$ cat src/rtl/ppm_pkg.sv
package ppm_pkg;

  // Decoder phases: waiting for a gap, expecting end of sync pulse,
  // expecting a channel mark, expecting end of the pulse after a mark.
  typedef enum logic [1:0] {
    PH_HUNT  = 2'd0,
    PH_PRIME = 2'd1,
    PH_MARK  = 2'd2,
    PH_SPACE = 2'd3
  } ppm_phase_e;

  // Difference a - b reduced to w bits (timestamp rollover).
  function automatic logic [31:0] wrap_diff(input logic [31:0] a,
                                            input logic [31:0] b,
                                            input int unsigned w);
    logic [31:0] mask;
    mask = (w >= 32) ? 32'hFFFF_FFFF : ((32'd1 << w) - 32'd1);
    return (a - b) & mask;
  endfunction

  // Inclusive window test.
  function automatic logic in_window(input logic [31:0] v,
                                     input logic [31:0] lo,
                                     input logic [31:0] hi);
    return (v >= lo) && (v <= hi);
  endfunction

endpackage

$ cat src/rtl/ppm_edge_tracker.sv
module ppm_edge_tracker
  import ppm_pkg::*;
#(
  parameter int unsigned TS_W    = 16,
  parameter int unsigned MAX_CH  = 20,
  parameter int unsigned CW      = 5,
  parameter int unsigned GAP_MIN = 2300,
  parameter int unsigned SYNC_LO = 200,
  parameter int unsigned SYNC_HI = 600,
  parameter int unsigned IVL_LO  = 800,
  parameter int unsigned IVL_HI  = 2200
) (
  input  logic            clk,
  input  logic            rst_n,
  input  logic            edge_valid,
  input  logic [TS_W-1:0] edge_time,
  output ppm_phase_e      phase,
  output logic [CW-1:0]   frame_cnt,
  output logic            gap_evt,
  output logic            err_evt,
  output logic            store_evt,
  output logic [CW-1:0]   store_idx,
  output logic [TS_W-1:0] store_val,
  output logic [TS_W-1:0] frame_len
);

  logic [TS_W-1:0] last_edge;
  logic [TS_W-1:0] last_mark;
  logic [TS_W-1:0] frame_start;
  logic [TS_W-1:0] width;
  logic [TS_W-1:0] ivl;
  logic            sync_ok;
  logic            ivl_ok;
  logic            pulse_phase;
  logic            room;

  assign width = TS_W'(wrap_diff(32'(edge_time), 32'(last_edge), TS_W));
  assign ivl   = TS_W'(wrap_diff(32'(edge_time), 32'(last_mark), TS_W));

  assign sync_ok     = in_window(32'(width), SYNC_LO, SYNC_HI);
  assign ivl_ok      = in_window(32'(ivl), IVL_LO, IVL_HI);
  assign pulse_phase = (phase == PH_PRIME) || (phase == PH_SPACE);
  assign room        = 32'(frame_cnt) < MAX_CH;

  assign gap_evt   = edge_valid && (32'(width) >= GAP_MIN);
  assign err_evt   = edge_valid && !gap_evt &&
                     ((pulse_phase && !sync_ok) ||
                      ((phase == PH_MARK) && !ivl_ok));
  assign store_evt = edge_valid && !gap_evt && (phase == PH_MARK) &&
                     ivl_ok && room;
  assign store_idx = frame_cnt;
  assign store_val = ivl;

  always_ff @(posedge clk) begin
    if (!rst_n) begin
      phase       <= PH_HUNT;
      last_edge   <= '0;
      last_mark   <= '0;
      frame_start <= '0;
      frame_cnt   <= '0;
      frame_len   <= '0;
    end else if (edge_valid) begin
      if (gap_evt) begin
        frame_cnt <= '0;
        phase     <= PH_PRIME;
        last_edge <= edge_time;
      end else if (err_evt) begin
        // the edge reference is kept; the mark reference moves on a mark edge
        phase <= PH_HUNT;
        if (phase == PH_MARK) last_mark <= edge_time;
      end else begin
        unique case (phase)
          PH_HUNT: begin
            last_edge <= edge_time;
          end
          PH_PRIME: begin
            last_mark   <= last_edge;
            frame_len   <= TS_W'(wrap_diff(32'(last_edge), 32'(frame_start), TS_W));
            frame_start <= last_edge;
            phase       <= PH_MARK;
            last_edge   <= edge_time;
          end
          PH_SPACE: begin
            phase     <= PH_MARK;
            last_edge <= edge_time;
          end
          PH_MARK: begin
            last_mark <= edge_time;
            if (store_evt) frame_cnt <= frame_cnt + CW'(1);
            phase     <= PH_SPACE;
            last_edge <= edge_time;
          end
          default: phase <= PH_HUNT;
        endcase
      end
    end
  end

endmodule

$ cat src/rtl/ppm_count_lock.sv
module ppm_count_lock #(
  parameter int unsigned CW     = 5,
  parameter int unsigned MIN_CH = 5,
  parameter int unsigned LOCK   = 4
) (
  input  logic          clk,
  input  logic          rst_n,
  input  logic          gap_evt,
  input  logic          err_evt,
  input  logic [CW-1:0] frame_cnt,
  output logic [CW-1:0] accepted,
  output logic          pub_req
);

  localparam int unsigned HW = $clog2(LOCK + 1);

  logic [CW-1:0] cand;
  logic [HW-1:0] hold;

  assign pub_req = gap_evt && (frame_cnt == accepted) && (32'(frame_cnt) >= MIN_CH);

  always_ff @(posedge clk) begin
    if (!rst_n) begin
      accepted <= '0;
      cand     <= '0;
      hold     <= '0;
    end else if (gap_evt) begin
      if (frame_cnt != accepted) begin
        if (cand != frame_cnt) begin
          cand <= frame_cnt;
          hold <= HW'(LOCK);
        end else if (hold != '0) begin
          hold <= hold - HW'(1);
        end else begin
          accepted <= cand;
          cand     <= '0;
        end
      end
    end else if (err_evt) begin
      accepted <= '0;
    end
  end

endmodule

$ cat src/rtl/ppm_chan_store.sv
module ppm_chan_store #(
  parameter int unsigned TS_W   = 16,
  parameter int unsigned MAX_CH = 20,
  parameter int unsigned CW     = 5
) (
  input  logic                   clk,
  input  logic                   rst_n,
  input  logic                   store_evt,
  input  logic [CW-1:0]          store_idx,
  input  logic [TS_W-1:0]        store_val,
  input  logic                   pub_req,
  input  logic [CW-1:0]          frame_cnt,
  output logic [MAX_CH*TS_W-1:0] chan_vals,
  output logic                   publish
);

  for (genvar g = 0; g < MAX_CH; g++) begin : g_slot
    logic [TS_W-1:0] scratch_q;
    logic [TS_W-1:0] held_q;

    always_ff @(posedge clk) begin
      if (!rst_n) begin
        scratch_q <= '0;
        held_q    <= '0;
      end else begin
        if (store_evt && (store_idx == CW'(g))) scratch_q <= store_val;
        if (pub_req && (frame_cnt > CW'(g)))    held_q    <= scratch_q;
      end
    end

    assign chan_vals[g*TS_W +: TS_W] = held_q;
  end

  always_ff @(posedge clk) begin
    if (!rst_n) publish <= 1'b0;
    else        publish <= pub_req;
  end

endmodule

$ cat src/rtl/ppm_frame_decoder.sv
module ppm_frame_decoder
  import ppm_pkg::*;
#(
  parameter int unsigned TS_W    = 16,
  parameter int unsigned MAX_CH  = 20,
  parameter int unsigned MIN_CH  = 5,
  parameter int unsigned LOCK    = 4,
  parameter int unsigned GAP_MIN = 2300,
  parameter int unsigned SYNC_LO = 200,
  parameter int unsigned SYNC_HI = 600,
  parameter int unsigned IVL_LO  = 800,
  parameter int unsigned IVL_HI  = 2200,
  localparam int unsigned CW     = $clog2(MAX_CH + 1)
) (
  input  logic                   clk,
  input  logic                   rst_n,
  input  logic                   edge_valid,
  input  logic [TS_W-1:0]        edge_time,
  output logic [MAX_CH*TS_W-1:0] chan_vals,
  output logic [CW-1:0]          chan_count,
  output logic [TS_W-1:0]        frame_len,
  output logic                   frame_pub
);

  ppm_phase_e      phase;
  logic [CW-1:0]   frame_cnt;
  logic            gap_evt;
  logic            err_evt;
  logic            store_evt;
  logic [CW-1:0]   store_idx;
  logic [TS_W-1:0] store_val;
  logic            pub_req;

  ppm_edge_tracker #(
    .TS_W(TS_W), .MAX_CH(MAX_CH), .CW(CW), .GAP_MIN(GAP_MIN),
    .SYNC_LO(SYNC_LO), .SYNC_HI(SYNC_HI), .IVL_LO(IVL_LO), .IVL_HI(IVL_HI)
  ) u_track (
    .clk(clk), .rst_n(rst_n), .edge_valid(edge_valid), .edge_time(edge_time),
    .phase(phase), .frame_cnt(frame_cnt), .gap_evt(gap_evt), .err_evt(err_evt),
    .store_evt(store_evt), .store_idx(store_idx), .store_val(store_val),
    .frame_len(frame_len)
  );

  ppm_count_lock #(
    .CW(CW), .MIN_CH(MIN_CH), .LOCK(LOCK)
  ) u_lock (
    .clk(clk), .rst_n(rst_n), .gap_evt(gap_evt), .err_evt(err_evt),
    .frame_cnt(frame_cnt), .accepted(chan_count), .pub_req(pub_req)
  );

  ppm_chan_store #(
    .TS_W(TS_W), .MAX_CH(MAX_CH), .CW(CW)
  ) u_store (
    .clk(clk), .rst_n(rst_n), .store_evt(store_evt), .store_idx(store_idx),
    .store_val(store_val), .pub_req(pub_req), .frame_cnt(frame_cnt),
    .chan_vals(chan_vals), .publish(frame_pub)
  );

endmodule

$ cat config.mk
export PLATFORM = sky130hd
export DESIGN_NAME = ppm_frame_decoder
export DESIGN_NICKNAME = d
export VERILOG_FILES = /design/src/rtl/ppm_pkg.sv /design/src/rtl/ppm_edge_tracker.sv /design/src/rtl/ppm_count_lock.sv /design/src/rtl/ppm_chan_store.sv /design/src/rtl/ppm_frame_decoder.sv
export SDC_FILE = /design/constraint.sdc
export NUM_CORES = 1
export LEC_CHECK = 0
export BUFFER_PORTS_ARGS = -buffer_cell sky130_fd_sc_hd__clkbuf_2
export CORE_ASPECT_RATIO = 1.1
export CORE_UTILIZATION = 54
export DETAILED_ROUTE_END_ITERATION = 10
export PLACE_DENSITY = 0.73
export REMOVE_ABC_BUFFERS = 1
export SLEW_MARGIN = 15
export SYNTH_ARGS = -nofsm -noshare
export SYNTH_HDL_FRONTEND = slang
export SYNTH_HIERARCHICAL = 1
export SYNTH_SLANG_ARGS = --single-unit
export TNS_END_PERCENT = 50
$ cat constraint.sdc
create_clock -name clk -period 6.3 [get_ports clk]
set_clock_uncertainty 0.05 [all_clocks]
set_input_delay 0.315 -clock clk [delete_from_list [all_inputs] [get_ports clk]]
set_output_delay 0.315 -clock clk [all_outputs]
set_load 0.03 [all_outputs]
==> impl_metrics.tcl <==
set metrics [dict create \
    post-route-min-period_ns 5.20 \
    floorplan.die.height_um 250 \
    placement_rows 90 \
    yosysTopAreaCellShare 0.482 \
    cp_data_required_time_ns 6.78 \
    number_of_max_cap_violations 0 \
    synth_top_cell_by_area "sky130_fd_sc_hd__dfxtp_1" \
    grt_util_all_layers 0.295 \
    postRouteAntennaNets 0 \
    clock-sinks 725 \
    timing_hold_violations_final 0 \
    tritoncts_clock_tree "yes" \
    first_global_vias 23261 \
    worst-path-max-fanout 62 \
    port_buffers 360 \
    syn_to_final_growth_pct 15.0 \
    cts_max_path_buffers 3 \
    grt_antenna_before_repair 0 \
    drt_pre_antenna_iters 6 \
    outcome "complete, no violations" \
    p_leak_nw 15.2 \
    hold_ws_ns 0.0634 \
    max_slew_margin 0.241 \
    nets 3466 \
    most_used_flip_flop_cell_after_synthesis "sky130_fd_sc_hd__dfxtp_1" \
    critical_path.max_stage_delay_ns 0.75 \
    die_width_um 227 \
    vias 24033 \
    post-route-period-util 0.825 \
    setup.worst_path.end_class "flop" \
    grt_max_degree 217 \
    cts_buf_count 72 \
    cts.htree.levels 3 \
    crit_path_cell_trace "inv_1 -> ha_1 -> a21o_1 -> and2_1 -> o31ai_1 -> o211ai_1 -> nor4_1 -> nor4_1 -> o2111ai_2 -> and2_1 -> o31ai_1 -> nor4_2 -> buf_12 -> and2_1 -> o41ai_4 -> buf_4 -> mux2i_1" \
    cp-start-kind "flop" \
    synth_cells 3158 \
    wire_per_inst_um 20.4 \
    post_synth_main_area_contributors "sky130_fd_sc_hd__dfxtp_1 (48%), sky130_fd_sc_hd__mux2i_1 (17%), sky130_fd_sc_hd__nand2_1 (8.6%)" \
    synth.distinct_cells 97 \
    effective_utilization_at_floorplan 0.548 \
    antenna-diode-count 0 \
    path_common_cell "sky130_fd_sc_hd__and2_1" \
    post_synth.cell_area_avg_sq_um 9.53 \
    regArea_sq_um 14500 \
    ir_drop_uv 208 \
    avgViaCountPerCell 5.74 \
    grt.overflow.total 0 \
    fill_count 4651 \
    drc_errors 0 \
    cts_setup_buffers 0 \
    grt_first_pass_wirelength_mm 131 \
    mappedNetlistArea_sq_um 30100 \
    power.total_w 0.00979 \
    power-per-cell-area_nw_per_um2 283 \
    place_hpwl_mm 55.1 \
    clock-root-buffer "sky130_fd_sc_hd__clkbuf_16" \
    report.final.setup_viol 0 \
    slew_violations 0 \
    postRouteWirelength_mm 85.6 \
    timing.critical_path.arrival_ns 5.68 \
    gp_congestion 0.907 \
    critPathTopFamily "simple AND/OR/NAND/NOR gates" \
    design.portCount 361 \
    worst_skew_pair.late_latency_ns 0.62 \
    coreArea_sq_um 55000 \
    grt_setup_unrepaired "false" \
    ys_warn_count 6 \
    maxClockFrequency_ghz 0.192 \
    synth_seq_area_share 0.482 \
    ys_async_sr_fraction 0 \
    worst_pin_slew_ns 1.14 \
    post_route_cells_drive_above_1_share 0.172 \
    drt_iter0_drc 1900 \
    holdCritPathClass "in2reg" \
    synth_edf_count 0 \
    number_of_synthesized_register_bits 725 \
    fp.dieArea_sq_um 56700 \
    worst-path-buf-inv 3 \
    path_class "reg2reg" \
    post_cts_hold_buffer_count 0 \
    critical-path-slowest-cell "sky130_fd_sc_hd__and2_1" \
    ctsResizeCount 0 \
    clk_transition_reported_paths_ns 0.06 \
    multi_input_comb_area_sq_um 14200 \
]
## tightest hold or removal path: cells and delay by family
kind / cells / cell delay [ns]
compound gates: 2 / 0.28
buf+inv: 1 / 0.09
## synthesized netlist by cell type (all sizes together), types with 6 or more instances
master	n
o31ai	11
a32oi	16
nor4	10
clkbuf	157
nand2	697
a31oi	21
and2	13
o22ai	7
nand4	27
o31a	7
ha	51
o41ai	8
o311ai	19
xor2	21
nand3b	16
a22o	16
o221a	17
a21oi	111
nor3	19
o2111ai	6
buf	87
a32o	6
xnor2	24
dfxtp	725
mux2i	511
o211ai	22
nand2b	11
a21o	7
nand3	120
or2	8
inv	78
and4	20
nor2	50
nor2b	11
and3	19
o21ai	114
o21a	33
## cells by family after synthesis
logic type | after synthesis | synth area share
fa+ha+maj | 54 | 0.0232
simple gates | 1036 | 0.154
buf+inv | 324 | 0.0488
compound gates | 462 | 0.108
mux | 512 | 0.170
flops | 725 | 0.482
xor+xnor | 45 | 0.0131
## state kept, by name, indices dropped and copies added, names as in the netlist
name and cells:
u_store/g_slot.scratch_q 320, u_track/last_edge 16, u_lock/hold 3, u_track/last_mark 16, u_lock/cand 5, u_track/frame_cnt 5
u_store/publish 1, u_track/frame_start 16, u_track/phase 2, u_store/g_slot.held_q 320, u_lock/accepted 5, u_track/frame_len 16
## power by group
| group | internal [W] | switching [W] |
|---|---|---|
| sequential | 0.00460 | 0.0000201 |
| clock | 0.00256 | 0.00186 |
| combinational | 0.000226 | 0.000525 |
| total | 0.00739 | 0.00240 |
## area by class of cell
type | count | area share
repair buffers | 405 | 0.0639
clock buffers | 100 | 0.0594
inverters | 80 | 0.00868
well taps | 736 | 0.0266
multi-input cells | 2109 | 0.410
flip-flops and latches | 725 | 0.419
clock inverters | 30 | 0.0116
## stage by stage
step                       util  cell area (sq um)  worst slack (ns)  TNS (ns)  instances
after floorplan               -              28900             -7.51  -1904.81       2914
after global placement    0.585              32100              1.11         0       4054
after detailed placement  0.585              32100              1.12         0       4054
after CTS                 0.630              34600              1.17         0       4184
after global routing      0.630              34600             0.800         0       4185
final                     0.630              34600              1.10         0       4185
## layout by cell type (no fill, tap or decap), drive strengths merged, types with 21 or more instances in the layout
cell and count:
ha 51, dfxtp 725, o211ai 22, xor2 21, inv 82, mux2i 511, nor2 50, o21a 33
nand2 697, nand3 120, buf 45, a31oi 21, a21oi 111, clkbuf 460, xnor2 24, nand4 27
o21ai 114
## routing by layer
metal  global-route usage  up-vias  wire [um]
met5                    0        -          0
met4                0.133        0       3620
met3               0.0603      201       6050
met2                0.477      858      39800
met1                0.377    11546      36000
li1                     -    11428          -
## worst paths after layout
kind                                                  startpoint                             to  slack [ns]  depth (start not counted)
worst max-delay path                        u_track/last_edge[4]  u_store/g_slot[16].held_q[15]        1.10                         17
worst min-delay path                                edge_time[0]           u_track/last_mark[0]        0.06                          3
worst min register to register  u_store/g_slot[19].scratch_q[15]  u_store/g_slot[19].held_q[15]        0.40                          2
worst max register to register              u_track/last_edge[4]  u_store/g_slot[16].held_q[15]        1.10                         17
Note: power is estimated with default switching activity, not from simulation.
